<file path="src/rtl/memclk_seq_pkg.sv">
package memclk_seq_pkg;

    typedef enum logic [3:0] {
        ST_AWAKE,
        ST_SR_ON,
        ST_MEM_STOP_HI,
        ST_MEM_STOP_LO,
        ST_MOD_STOP_HI,
        ST_MOD_STOP_LO,
        ST_ASLEEP,
        ST_MOD_RUN_HI,
        ST_MOD_RUN_LO,
        ST_MEM_RUN_HI,
        ST_MEM_RUN_LO,
        ST_SETTLE
    } seq_state_e;

    typedef struct packed {
        seq_state_e state;
        logic       sr_en;
        logic       mem_req;
        logic       mod_req;
        logic       busy;
        logic       asleep;
        logic       err;
        logic       skip_mem;
    } seq_regs_t;

    localparam seq_regs_t SEQ_REGS_RST = '{
        state:    ST_AWAKE,
        sr_en:    1'b0,
        mem_req:  1'b0,
        mod_req:  1'b0,
        busy:     1'b0,
        asleep:   1'b0,
        err:      1'b0,
        skip_mem: 1'b0
    };

endpackage

</file>
<file path="src/rtl/memclk_seq_timer.sv">
module memclk_seq_timer #(
    parameter int LIMIT = 16
) (
    input  logic clk,
    input  logic rst_n,
    input  logic restart,
    input  logic run,
    output logic expired
);
    localparam int W = $clog2(LIMIT + 1);
    localparam logic [W-1:0] LAST = W'(LIMIT - 1);

    logic [W-1:0] cnt_d, cnt_q;

    always_comb begin
        cnt_d = cnt_q;
        if (restart) begin
            cnt_d = '0;
        end else if (run && cnt_q != LAST) begin
            cnt_d = cnt_q + 1'b1;
        end
    end

    always_ff @(posedge clk or negedge rst_n) begin
        if (!rst_n) begin
            cnt_q <= '0;
        end else begin
            cnt_q <= cnt_d;
        end
    end

    assign expired = run && (cnt_q == LAST);

endmodule

</file>
<file path="src/rtl/memclk_stop_seq.sv">
module memclk_stop_seq
    import memclk_seq_pkg::*;
#(
    parameter int TIMEOUT_CYC = 64,
    parameter int SETTLE_CYC  = 16
) (
    input  logic clk,
    input  logic rst_n,
    input  logic sleep_cmd,
    input  logic wake_cmd,
    input  logic cont_clk_cfg,
    output logic sr_req,
    input  logic sr_ack,
    output logic mem_req,
    input  logic mem_ack,
    output logic mod_req,
    input  logic mod_ack,
    output logic busy,
    output logic asleep,
    output logic err
);

    seq_regs_t r_d, r_q;
    logic      in_wait;
    logic      restart;
    logic      to_expired;
    logic      settle_done;

    // Any state that waits on an acknowledge level is guarded by the timeout.
    assign in_wait = (r_q.state != ST_AWAKE) && (r_q.state != ST_ASLEEP)
                  && (r_q.state != ST_SETTLE);
    assign restart = (r_d.state != r_q.state);

    memclk_seq_timer #(.LIMIT(TIMEOUT_CYC)) i_ack_timer (
        .clk     (clk),
        .rst_n   (rst_n),
        .restart (restart),
        .run     (in_wait),
        .expired (to_expired)
    );

    memclk_seq_timer #(.LIMIT(SETTLE_CYC)) i_settle_timer (
        .clk     (clk),
        .rst_n   (rst_n),
        .restart (restart),
        .run     (r_q.state == ST_SETTLE),
        .expired (settle_done)
    );

    always_comb begin
        r_d = r_q;
        unique case (r_q.state)
            ST_AWAKE: begin
                if (sleep_cmd) begin
                    r_d.state    = ST_SR_ON;
                    r_d.sr_en    = 1'b1;
                    r_d.busy     = 1'b1;
                    r_d.err      = 1'b0;
                    r_d.skip_mem = cont_clk_cfg;
                end
            end
            ST_SR_ON: begin
                if (sr_ack) begin
                    if (r_q.skip_mem) begin
                        r_d.state   = ST_MOD_STOP_HI;
                        r_d.mod_req = 1'b1;
                    end else begin
                        r_d.state   = ST_MEM_STOP_HI;
                        r_d.mem_req = 1'b1;
                    end
                end
            end
            ST_MEM_STOP_HI: begin
                if (mem_ack) begin
                    r_d.state   = ST_MEM_STOP_LO;
                    r_d.mem_req = 1'b0;
                end
            end
            ST_MEM_STOP_LO: begin
                if (!mem_ack) begin
                    r_d.state   = ST_MOD_STOP_HI;
                    r_d.mod_req = 1'b1;
                end
            end
            ST_MOD_STOP_HI: begin
                if (mod_ack) begin
                    r_d.state   = ST_MOD_STOP_LO;
                    r_d.mod_req = 1'b0;
                end
            end
            ST_MOD_STOP_LO: begin
                if (!mod_ack) begin
                    r_d.state  = ST_ASLEEP;
                    r_d.busy   = 1'b0;
                    r_d.asleep = 1'b1;
                end
            end
            ST_ASLEEP: begin
                if (wake_cmd) begin
                    r_d.state   = ST_MOD_RUN_HI;
                    r_d.mod_req = 1'b1;
                    r_d.busy    = 1'b1;
                    r_d.asleep  = 1'b0;
                    r_d.err     = 1'b0;
                end
            end
            ST_MOD_RUN_HI: begin
                if (mod_ack) begin
                    r_d.state   = ST_MOD_RUN_LO;
                    r_d.mod_req = 1'b0;
                end
            end
            ST_MOD_RUN_LO: begin
                if (!mod_ack) begin
                    if (r_q.skip_mem) begin
                        r_d.state   = ST_SETTLE;
                    end else begin
                        r_d.state   = ST_MEM_RUN_HI;
                        r_d.mem_req = 1'b1;
                    end
                end
            end
            ST_MEM_RUN_HI: begin
                if (mem_ack) begin
                    r_d.state   = ST_MEM_RUN_LO;
                    r_d.mem_req = 1'b0;
                end
            end
            ST_MEM_RUN_LO: begin
                if (!mem_ack) begin
                    r_d.state = ST_SETTLE;
                end
            end
            ST_SETTLE: begin
                if (settle_done) begin
                    r_d.state = ST_AWAKE;
                    r_d.sr_en = 1'b0;
                    r_d.busy  = 1'b0;
                end
            end
            default: r_d = SEQ_REGS_RST;
        endcase

        // A wait that is still unmet on its last allowed cycle aborts the sequence.
        if (in_wait && (r_d.state == r_q.state) && to_expired) begin
            r_d     = SEQ_REGS_RST;
            r_d.err = 1'b1;
        end
    end

    always_ff @(posedge clk or negedge rst_n) begin
        if (!rst_n) begin
            r_q <= SEQ_REGS_RST;
        end else begin
            r_q <= r_d;
        end
    end

    assign sr_req  = r_q.sr_en;
    assign mem_req = r_q.mem_req;
    assign mod_req = r_q.mod_req;
    assign busy    = r_q.busy;
    assign asleep  = r_q.asleep;
    assign err     = r_q.err;

endmodule

</file>
<file path="config.mk">
export PLATFORM = sky130hd
export DESIGN_NAME = memclk_stop_seq
export DESIGN_NICKNAME = d
export VERILOG_FILES = /design/src/rtl/memclk_seq_pkg.sv /design/src/rtl/memclk_seq_timer.sv /design/src/rtl/memclk_stop_seq.sv
export SDC_FILE = /design/constraint.sdc
export NUM_CORES = 1
export LEC_CHECK = 0
export CAP_MARGIN = 0
export CELL_PAD_IN_SITES_DETAIL_PLACEMENT = 0
export CELL_PAD_IN_SITES_GLOBAL_PLACEMENT = 1
export CORE_UTILIZATION = 49
export CTS_CLUSTER_SIZE = 40
export DETAILED_ROUTE_END_ITERATION = 8
export HOLD_SLACK_MARGIN = 0.06
export PLACE_DENSITY = 0.9
export REMOVE_ABC_BUFFERS = 1
export SLEW_MARGIN = 20
export SYNTH_ARGS = -nofsm -noshare
export SYNTH_HDL_FRONTEND = slang
export SYNTH_HIERARCHICAL = 1
export SYNTH_SLANG_ARGS = --single-unit
</file>
<file path="constraint.sdc">
create_clock -name clk -period 6.2 [get_ports clk]
set_input_delay 0.62 -clock clk [delete_from_list [all_inputs] [get_ports clk]]
set_output_delay 0.62 -clock clk [all_outputs]
set_load 0.01 [all_outputs]
</file>
==> results by group <==
Run status
  • Outcome: completed

Cells and area
  • Final core utilization: 55.2%
  • ANT cells: 0
  • Nets: ~260
  • Area grow syn2layout: 7.69%
  • Final Non-Filler Cells: approximately 290
  • Fraction of layout cells with a size suffix above 1: 12.4%

Yosys
  • Post-Syn Area per Cell: about 8.7 sq um
  • Most common cell in the netlist: dfrtp_1
  • Most frequent cells after synthesis: dfrtp_1, nor2_1, a21oi_1, nor2b_1, nand2b_1
  • Number of synthesized register bits: 23
  • Sequential element share of the synthesized area: roughly 28%
  • Post-synth EDFFs: 0
  • Mapped Cells: between 200 and 250
  • Async S/R FF share, synth: 100%
  • Synth area leaders: dfrtp_1, ha_1, nor2b_1, nand2b_1, nor2_1
  • Synth Flop Type: dfrtp_1
  • Yosys top cell area share: 28.1%
  • Dominant cell type by area after synthesis: dfrtp_1
  • Synth Warn #: 6
  • Unique cell type count in the Yosys netlist: a little under 70
  • Synthesized area: roughly 2000 sq um

Floorplanning
  • IO Count: 14
  • # rows: 23
  • Die footprint: 4450 sq um
  • Core Region: 4000 sq um
  • Initial Util: 51.3%
  • Die X: ~67 microns
  • Die Height: 66.7 microns

Clocking
  • Clk root buf: clkbuf_8
  • Post-CTS setup buffers: 0
  • Clock Tree Buf Depth: 2
  • Clk slew on worst S/H paths: roughly 0.1 ns
  • Clock sinks: 23
  • CTS Buf Count: 3
  • CTS H-tree lvls: 1
  • Clock Latency Late Sink: 0.28 ns
  • CTS Hold Bufs: 0
  • CTS tree: yes
  • PostCTS Resize Cnt: 0

Routing
  • DRC violations left: 0
  • Via count: roughly 1,800
  • Vias/cell: 6.28
  • Starting DRT DRC Count: approximately 220
  • Final wirelength: slightly below 5 mm
  • WL/cell: about 17 microns
  • Routed Antenna Nets: 0
  • First-pass DRT Iterations: 4

Setup path
  • CP startpoint kind: flip-flop
  • Critical Path Start: r_q[9]
  • Crit-path max cell delay: ~0.62 ns
  • Worst Path Max Fanout: 16
  • WP data required: 6.36 ns
  • Arr. time, crit path: between 4 and 5 ns
  • CP Cell Sequence: inv_1 -> ha_1 -> and3_1 -> and2_1 -> and4b_1 -> a31oi_1 -> o211ai_1 -> o2111ai_1 -> o311ai_1 -> a31oi_2 -> and2b_1 -> mux2_1
  • Crit. End Element: flip-flop
  • Reg2Reg Launch Point: r_q[9]
  • Crit-path slowest cell: a31oi_2
  • Reg2reg setup slack: between 2 and 2.5 ns
  • Crit Path Class: reg2reg

STA
  • Hold Vio Cnt, Final: 0
  • Pins Over Slew Limit: 0
  • Period minus WS final: ~4.0 ns
  • Worst slew margin: around 43%
  • Clk_skew: roughly 0.015 ns
  • Max frequency: about 250 MHz
  • Setup WS post-layout: between 2 and 2.5 ns
  • Tcrit/Tclk final: roughly 64%
  • Final setup viols: 0
  • Setup TNS Final: 0 ns
  • Min Hold Slack: between 0.3 and 0.4 ns
  • Worst Tran Pin Value: about 0.85 ns
  • Unrepaired setup endpoints after global routing: no

Global route
  • Largest net degree at the start of global routing: 34
  • Vias in the first global route: roughly 1,700
  • Total GRT Usage: 24.2%
  • Global-route wire length before repair: about 8.2 mm
  • Initial antenna violation count: 0
  • GRT overflow: 0

Placement
  • Placement Setup Slack: 1.95 ns
  • Routability cong.: just under 0.9
  • DPL Wire Length: between 3 and 4 mm
  • Cells after DPL: between 200 and 300
  • PortBufs: 13

Worst hold path
  • Min-delay worst type: in2async

Power and ir drop
  • Cell area power density: approximately 440 nW/um^2
  • Worst IR drop on VDD: about 0.23 mV
  • Leak: a little over 0.9 nW

Job
  • Max_cap viols: 0
[critical path: cells and delay by family, from the launching register on]
family                     cells  cell delay, ns
AOI/OAI and AO/OA              5            1.36
adders and majority gates      1            0.55
buffers and inverters          1            0.20
DFF                            1            0.47
muxes                          1            0.29
and+or+nand+nor                4            0.97
[routing by layer]
metal / track usage (%) / vias up / routed length (microns)
li1: - / 887 / -
met1: 33.0 / 870 / 2220
met2: 39.1 / 63 / 2260
met3: 3.60 / 8 / 277
met4: 7.18 / 0 / 83
met5: 0 / - / 0
[where the power goes]
part	switching, mW	internal, mW
clock network	0.0575	0.0457
registers	0.0509	0.185
logic	0.367	0.270
[flip-flops by register name (all words and copies together) (netlist names)]
signal / flops
r_q: 5
i_ack_timer/cnt_q: 7
sr_req: 1
busy: 1
asleep: 1
i_settle_timer/cnt_q: 5
mod_req: 1
mem_req: 1
err: 1
[placed cells by master, fill, tap and decap left out, types with 3 or more instances in the layout]
cell	count
clkdlybuf4s50_1	12
nor2_2	4
nand3b_1	3
nor3_1	4
nand2b_1	12
a21oi_1	13
clkbuf_8	3
or3_1	3
nand3_1	5
a31oi_1	5
mux2i_1	6
ha_1	7
nor2_1	18
inv_1	11
nand4_1	3
a211oi_1	7
and2_1	4
dfrtp_1	23
and3_1	3
nor2b_1	13
o211ai_1	3
o21ai_0	9
o2111ai_1	3
nand2_1	11
[kinds of logic (layout without fill, tap and decap cells)]
family          count (synthesis)  count (layout)  share of synthesized area, %
compound gates                 68              68                          23.5
mux                             9               9                          4.76
flops                          23              23                          28.1
fa+ha+maj                       7               7                          4.27
xor+xnor                        2               2                         0.854
simple gates                  102             102                          31.8
buf+inv                        25              30                          6.71
[layout make-up]
class | instances | area, sq um
clock buffers | 3 | 41.3
clock inverters | 1 | 7.51
fillers | 390 | 1790
inverters | 12 | 45.0
multi-input cells | 188 | 1340
flip-flops and latches | 23 | 576
well taps | 50 | 62.6
repair buffers | 14 | 133
[worst paths after layout]
path	end	cells past startpoint
hold / removal	i_settle_timer/cnt_q[2]	1
min in group clk	err	2
hold reg to reg	err	2
max in group asynchronous	sr_req	1
setup / recovery	i_ack_timer/cnt_q[5]	12
setup reg to reg	i_ack_timer/cnt_q[5]	12
[through the flow]
step | area [sq um] | power (mW)
final | 2210 | 0.976
after CTS | 2210 | 0.966
after detailed placement | 2160 | 0.860
after floorplan | 1960 | 0.700
after global routing | 2210 | 1.05
after global placement | 2160 | 0.858
Note: power is estimated with default switching activity, not from simulation.
